--- config.mk ---
export PLATFORM = sky130hd
export DESIGN_NAME = slot_slip_top
export DESIGN_NICKNAME = d
export VERILOG_FILES = /design/src/rtl/slot_slip_pkg.sv /design/src/rtl/slot_capture.sv /design/src/rtl/event_sync.sv /design/src/rtl/slip_ctrl.sv /design/src/rtl/slot_slip_top.sv
export SDC_FILE = /design/constraint.sdc
export NUM_CORES = 1
export LEC_CHECK = 0
export BUFFER_PORTS_ARGS = -buffer_cell sky130_fd_sc_hd__buf_2
export CORE_MARGIN = 1
export CORE_UTILIZATION = 50
export CTS_BUF_LIST = sky130_fd_sc_hd__clkbuf_8
export CTS_CLUSTER_DIAMETER = 80
export DETAILED_ROUTE_END_ITERATION = 8
export PLACE_DENSITY = 0.7
export REMOVE_ABC_BUFFERS = 1
export SYNTH_ARGS = -nofsm -noshare
export SYNTH_HDL_FRONTEND = slang
export SYNTH_SLANG_ARGS = --single-unit
--- constraint.sdc ---
create_clock -name clk -period 1.9 [get_ports clk]
set_input_delay 0.57 -clock clk [delete_from_list [all_inputs] [get_ports clk]]
set_output_delay 0.57 -clock clk [all_outputs]
set_load 0.1 [all_outputs]
--- src/rtl/slot_slip_pkg.sv ---
package slot_slip_pkg;
    localparam int OCT_W   = 8;
    localparam int CNT_W   = $clog2(OCT_W);
    localparam int SYNC_N  = 2;
endpackage

--- src/rtl/slot_capture.sv ---
module slot_capture #(
    parameter int W     = slot_slip_pkg::OCT_W,
    localparam int CW   = $clog2(W)
) (
    input  logic         clk,
    input  logic         rst_n,
    input  logic         bit_en,
    input  logic         pcm_in,
    input  logic         slot_a,
    input  logic         slot_b,
    input  logic         slot_sel,
    output logic [W-1:0] hold,
    output logic         done_tgl
);
    typedef struct packed {
        logic [W-1:0]  sh;
        logic [CW-1:0] cnt;
        logic [W-1:0]  hold;
        logic          tgl;
    } cap_t;

    cap_t st_q, st_d;
    logic slot_on;
    logic [W-1:0] sh_next;

    always_comb begin
        st_d    = st_q;
        slot_on = slot_sel ? slot_a : slot_b;
        sh_next = {st_q.sh[W-2:0], pcm_in};
        if (bit_en) begin
            if (slot_on) begin
                st_d.sh = sh_next;
                if (st_q.cnt == CW'(W-1)) begin
                    st_d.cnt  = '0;
                    st_d.hold = sh_next;
                    st_d.tgl  = ~st_q.tgl;
                end else begin
                    st_d.cnt = st_q.cnt + 1'b1;
                end
            end else begin
                st_d.cnt = '0;
            end
        end
    end

    always_ff @(posedge clk or negedge rst_n) begin
        if (!rst_n) st_q <= '0;
        else        st_q <= st_d;
    end

    assign hold     = st_q.hold;
    assign done_tgl = st_q.tgl;
endmodule

--- src/rtl/event_sync.sv ---
module event_sync #(
    parameter int STAGES = slot_slip_pkg::SYNC_N
) (
    input  logic clk,
    input  logic rst_n,
    input  logic tgl_in,
    output logic evt
);
    logic [STAGES:0] chain_q, chain_d;

    generate
        if (STAGES == 1) begin : g_one
            always_comb chain_d = {chain_q[0], tgl_in};
        end else begin : g_many
            always_comb chain_d = {chain_q[STAGES-1:0], tgl_in};
        end
    endgenerate

    always_ff @(posedge clk or negedge rst_n) begin
        if (!rst_n) chain_q <= '0;
        else        chain_q <= chain_d;
    end

    assign evt = chain_q[STAGES-1] ^ chain_q[STAGES];
endmodule

--- src/rtl/slip_ctrl.sv ---
module slip_ctrl #(
    parameter int W = slot_slip_pkg::OCT_W
) (
    input  logic         clk,
    input  logic         rst_n,
    input  logic         evt,
    input  logic [W-1:0] hold,
    input  logic         req,
    output logic         valid,
    output logic [W-1:0] data,
    output logic         rep,
    output logic         idle
);
    typedef struct packed {
        logic [W-1:0] latch;
        logic         fresh;
        logic         used;
        logic         valid;
        logic [W-1:0] data;
        logic         rep;
        logic         idle;
    } slip_t;

    slip_t st_q, st_d;

    always_comb begin
        st_d       = st_q;
        st_d.valid = 1'b0;
        st_d.rep   = 1'b0;
        st_d.idle  = 1'b0;
        if (evt) begin
            st_d.latch = hold;
            st_d.fresh = 1'b1;
            st_d.used  = 1'b0;
        end
        if (req) begin
            st_d.valid = 1'b1;
            if (evt) begin
                st_d.data  = hold;
                st_d.fresh = 1'b0;
            end else if (st_q.fresh) begin
                st_d.data  = st_q.latch;
                st_d.fresh = 1'b0;
            end else if (!st_q.used) begin
                st_d.data = st_q.latch;
                st_d.rep  = 1'b1;
                st_d.used = 1'b1;
            end else begin
                st_d.idle = 1'b1;
            end
        end
    end

    always_ff @(posedge clk or negedge rst_n) begin
        if (!rst_n) begin
            st_q      <= '0;
            st_q.used <= 1'b1;
        end else begin
            st_q <= st_d;
        end
    end

    assign valid = st_q.valid;
    assign data  = st_q.data;
    assign rep   = st_q.rep;
    assign idle  = st_q.idle;
endmodule

--- src/rtl/slot_slip_top.sv ---
module slot_slip_top #(
    parameter int W      = slot_slip_pkg::OCT_W,
    parameter int STAGES = slot_slip_pkg::SYNC_N
) (
    input  logic         clk,
    input  logic         rst_n,
    input  logic         bit_en,
    input  logic         pcm_in,
    input  logic         slot_a,
    input  logic         slot_b,
    input  logic         slot_sel,
    input  logic         oct_req,
    output logic         oct_valid,
    output logic [W-1:0] oct_data,
    output logic         oct_repeat,
    output logic         oct_idle
);
    logic [W-1:0] cap_hold;
    logic         cap_tgl;
    logic         cap_evt;

    slot_capture #(.W(W)) u_cap (
        .clk      (clk),
        .rst_n    (rst_n),
        .bit_en   (bit_en),
        .pcm_in   (pcm_in),
        .slot_a   (slot_a),
        .slot_b   (slot_b),
        .slot_sel (slot_sel),
        .hold     (cap_hold),
        .done_tgl (cap_tgl)
    );

    event_sync #(.STAGES(STAGES)) u_sync (
        .clk    (clk),
        .rst_n  (rst_n),
        .tgl_in (cap_tgl),
        .evt    (cap_evt)
    );

    slip_ctrl #(.W(W)) u_slip (
        .clk   (clk),
        .rst_n (rst_n),
        .evt   (cap_evt),
        .hold  (cap_hold),
        .req   (oct_req),
        .valid (oct_valid),
        .data  (oct_data),
        .rep   (oct_repeat),
        .idle  (oct_idle)
    );
endmodule

==> impl_metrics.toml <==
[power]
net-switching-power_uw = 823
power_frac_seq_pct = 48.5
power.leakage_uw = 0.00100
peakVddDrop_uv = 507
clockPowerShare_pct = 23.2
powerDensity_nw_per_um2 = 1260
proportion_of_power_drawn_by_combinational_gates_pct = 28.3
switching_share_of_power_pct = 34.0
p_int_uw = 1600

[clocking]
cts.clk_slew.worst_paths_ns = 0.07
cts.repair.resized = 0
cts.path.max_buffers = 2
clock_sink_count = 43
htree_num_levels = 2
clock_tree_from_tritoncts = "done"
buffers_inserted_during_post_cts_setup_optimization = 0
postCtsHoldBufs = 0
number_of_buffers_added_by_the_clock_tree_synthesis_step = 5
cts-root-buf = "sky130_fd_sc_hd__clkbuf_8"
clock_insertion_delay_worst_skew_ns = 0.29

[timing]
setup_ws_ns = 0.237
hold_violation_total_from_the_final_report = 0
unrepaired_setup_endpoints_after_global_routing = "no"
worstMarginPinSlew_ns = 0.576
fin_crit_ns = 1.66
setup_violations = 0
finalClockSkew_ns = 0.00707
finalCritPeriodShare_pct = 87.5
clock.fmax_ghz = 0.601
slew_violations = 0
timing.slew.headroom_pct = 61.6

[drt]
dr.pass1.iters = 4
drt-wirelength-per-cell_um = 14.3
remaining_drc_errors = 0
postRouteAntennaNets = 0
detailed_router_s_first_iteration_violation_count = 22
detailroute.via_count = 842
routed_wl_mm = 2.45
viasPerCell = 4.92

[placed_design]
total_of_buffers_placed_on_input_and_output_ports = 18
place_worst_setup_slack_ns = 0.0739
place.gp.congestion = 0.712
dp.final_hpwl_mm = 1.80

[worst_setup_path]
critical_path.slowest_cell = "sky130_fd_sc_hd__o31a_1"
rr_endpoint = "u_slip.data[5]"
timing.critical_path.cells = "xor2_1 -> o31a_1 -> mux2_4"
worst_setup_path_endpoint = "u_slip.data[5]"
startpoint = "u_sync.chain_q[2]"
r2r.worst_path.cells = 3
rrSetupSlack_ns = 0.24
worstReg2RegStart = "u_sync.chain_q[2]"
worst-path-max-fanout = 8
timing.setup.critical_path_class = "register to register"
cp_data_required_time_ns = 2.07
worstSetupEndpointType = "register"
arrival_ns = 1.84
critical_path.startpoint_type = "register"
cpPeakStageDelay_ns = 0.54

[cells_and_area]
antennaDiodeCount = 0
final_core_utilization_pct = 60.8
synthToLayoutAreaGrowth_pct = 11.1
final.fill_count = 259
final_net_count = 137
final_common_cell = "sky130_fd_sc_hd__dfrtp_1"
fraction_of_layout_instances_using_a_drive_strength_above_1_pct = 48.8
most_used_cells_in_the_layout_excluding_fill_and_tap_cells = "sky130_fd_sc_hd__dfrtp_1, sky130_fd_sc_hd__buf_2, sky130_fd_sc_hd__mux2_4, sky130_fd_sc_hd__mux2_2, sky130_fd_sc_hd__clkbuf_8"

[die]
dieArea_um2 = 3690
std_cell_rows = 20
core_um2 = 3150
design.portCount = 19
die_height_um = 60.7
die_x_um = 60.7
start_util_pct = 54.7

[yosys]
yosys-mux-area-fraction_pct = 24.3
synth.ff_latch_count = 43
main_combinational_cell_family_by_area_after_synthesis = "multiplexers"
yosys.cell_types.count = 20
synth_warnings = 0
simple_gate_area_share_of_the_yosys_netlist_pct = 2.83
mappedNetlistArea_um2 = 1720
synth_seq_area_share_pct = 62.5
avgSynthCellArea_um2 = 15.8
adder_cell_area_share_of_the_yosys_netlist_pct = 1.45
postSynthCellCount = 109
complex_gate_fraction_of_the_synthesized_area_pct = 1.96
yosys.area_share.xor_xnor_pct = 1.02

[global_routing]
wire_length_of_the_first_global_routing_pass_mm = 4.16
initial_antenna_violation_count = 0
overflow = 0
grtUsageTotal_pct = 16.5
number_of_global_route_vias_before_repair = 879
grt_start_max_net_pins = 23

[flow_run]
max_cap_violations = 0

[outcome]
status = "complete, no violations"

[worst_hold_path]
min_path_type = "input port to asynchronous set/reset pin"
==> worst min path at each step <==
stage	to	slack (ns)	from
after floorplan	u_cap.done_tgl	0.27	rst_n
after global placement	u_sync.chain_q[1]	0.34	u_sync.chain_q[0]
after detailed placement	u_sync.chain_q[1]	0.35	u_sync.chain_q[0]
after CTS	u_slip.data[6]	0.26	rst_n
after global routing	u_slip.data[5]	0.27	rst_n
final	u_slip.data[6]	0.25	rst_n
==> through the flow <==
stage	std cells	setup TNS, ns	total power, µW	cell area (µm²)	hold WS [ns]
detailed placement	164	0	1890	1830	0.348
CTS	171	0	2450	1920	0.256
finish	171	0	2420	1920	0.248
global placement	164	0	1850	1830	0.339
global route	171	0	2540	1920	0.268
floorplan	98	-1.37	1720	1640	0.274
==> power by group through the flow <==
| stage | logic, µW | clock network, µW | registers (µW) |
|---|---|---|---|
| 4_1_cts | 694 | 578 | 1180 |
| 6_report | 686 | 561 | 1170 |
| 3_3_place_gp | 675 | 0 | 1180 |
| 5_1_grt | 731 | 620 | 1190 |
| 2_1_floorplan | 285 | 0 | 1430 |
| 3_5_place_dp | 692 | 0 | 1190 |
==> worst max-delay path, delay by kind of cell (launching register included) <==
kind / cells / cell delay [ns]
mux: 1 / 0.35
xor+xnor: 1 / 0.27
compound gates: 1 / 0.54
flops: 1 / 0.40
==> layout make-up <==
type	instances	area (µm²)	area share, %
clock buffer	6	82.6	4.31
clock inverter	1	5.00	0.261
tap	44	55.1	2.87
multi-input combinational	50	544	28.4
sequential	43	1080	56.2
timing repair buffer	22	133	6.92
inverter	5	18.8	0.980
==> cells by family (layout without fill, tap and decap cells) <==
| family | count (synthesis) | after routing |
|---|---|---|
| compound gates | 5 | 5 |
| xor+xnor | 2 | 2 |
| fa+ha+maj | 2 | 2 |
| buf+inv | 16 | 34 |
| flops | 43 | 43 |
| mux | 32 | 32 |
| simple gates | 9 | 9 |
==> per-layer routing <==
metal  track usage (%)  wire, µm  part of all wire, %
met5                 0         0                    0
met4              7.79        29                  1.2
met3              7.04        99                  4.0
met2              25.1      1200                   49
met1              20.5      1120                   46
==> cells in the mapped netlist <==
cell                       instances  area [µm²]
sky130_fd_sc_hd__dfrtp_1          42        1050
sky130_fd_sc_hd__a21oi_1           1        5.00
sky130_fd_sc_hd__nor2_1            2        7.51
sky130_fd_sc_hd__nand2b_1          3        18.8
sky130_fd_sc_hd__xor2_1            2        17.5
sky130_fd_sc_hd__ha_1              2        25.0
sky130_fd_sc_hd__and3_1            2        12.5
sky130_fd_sc_hd__mux2_4           16         240
sky130_fd_sc_hd__o31ai_1           1        7.51
sky130_fd_sc_hd__nand2_1           1        3.75
sky130_fd_sc_hd__mux2i_1           1        10.0
sky130_fd_sc_hd__buf_6             1        11.3
sky130_fd_sc_hd__mux2_2           15         169
sky130_fd_sc_hd__nor2_2            1        6.26
sky130_fd_sc_hd__inv_1             5        18.8
sky130_fd_sc_hd__o31a_1            1        8.76
sky130_fd_sc_hd__o22ai_1           2        12.5
sky130_fd_sc_hd__buf_4             9        67.6
sky130_fd_sc_hd__buf_2             1        5.00
sky130_fd_sc_hd__dfstp_2           1        26.3
==> sequential cells by signal, indices dropped and copies added (netlist names) <==
signal / count
u_sync.chain_q: 3
u_slip.st_q: 10
u_slip.rep: 1
u_cap.done_tgl: 1
u_slip.valid: 1
u_cap.st_q: 3
u_slip.data: 8
u_cap.hold: 8
u_slip.idle: 1
u_cap.sh_next: 7
No activity file was read; power rests on OpenSTA's default activity.
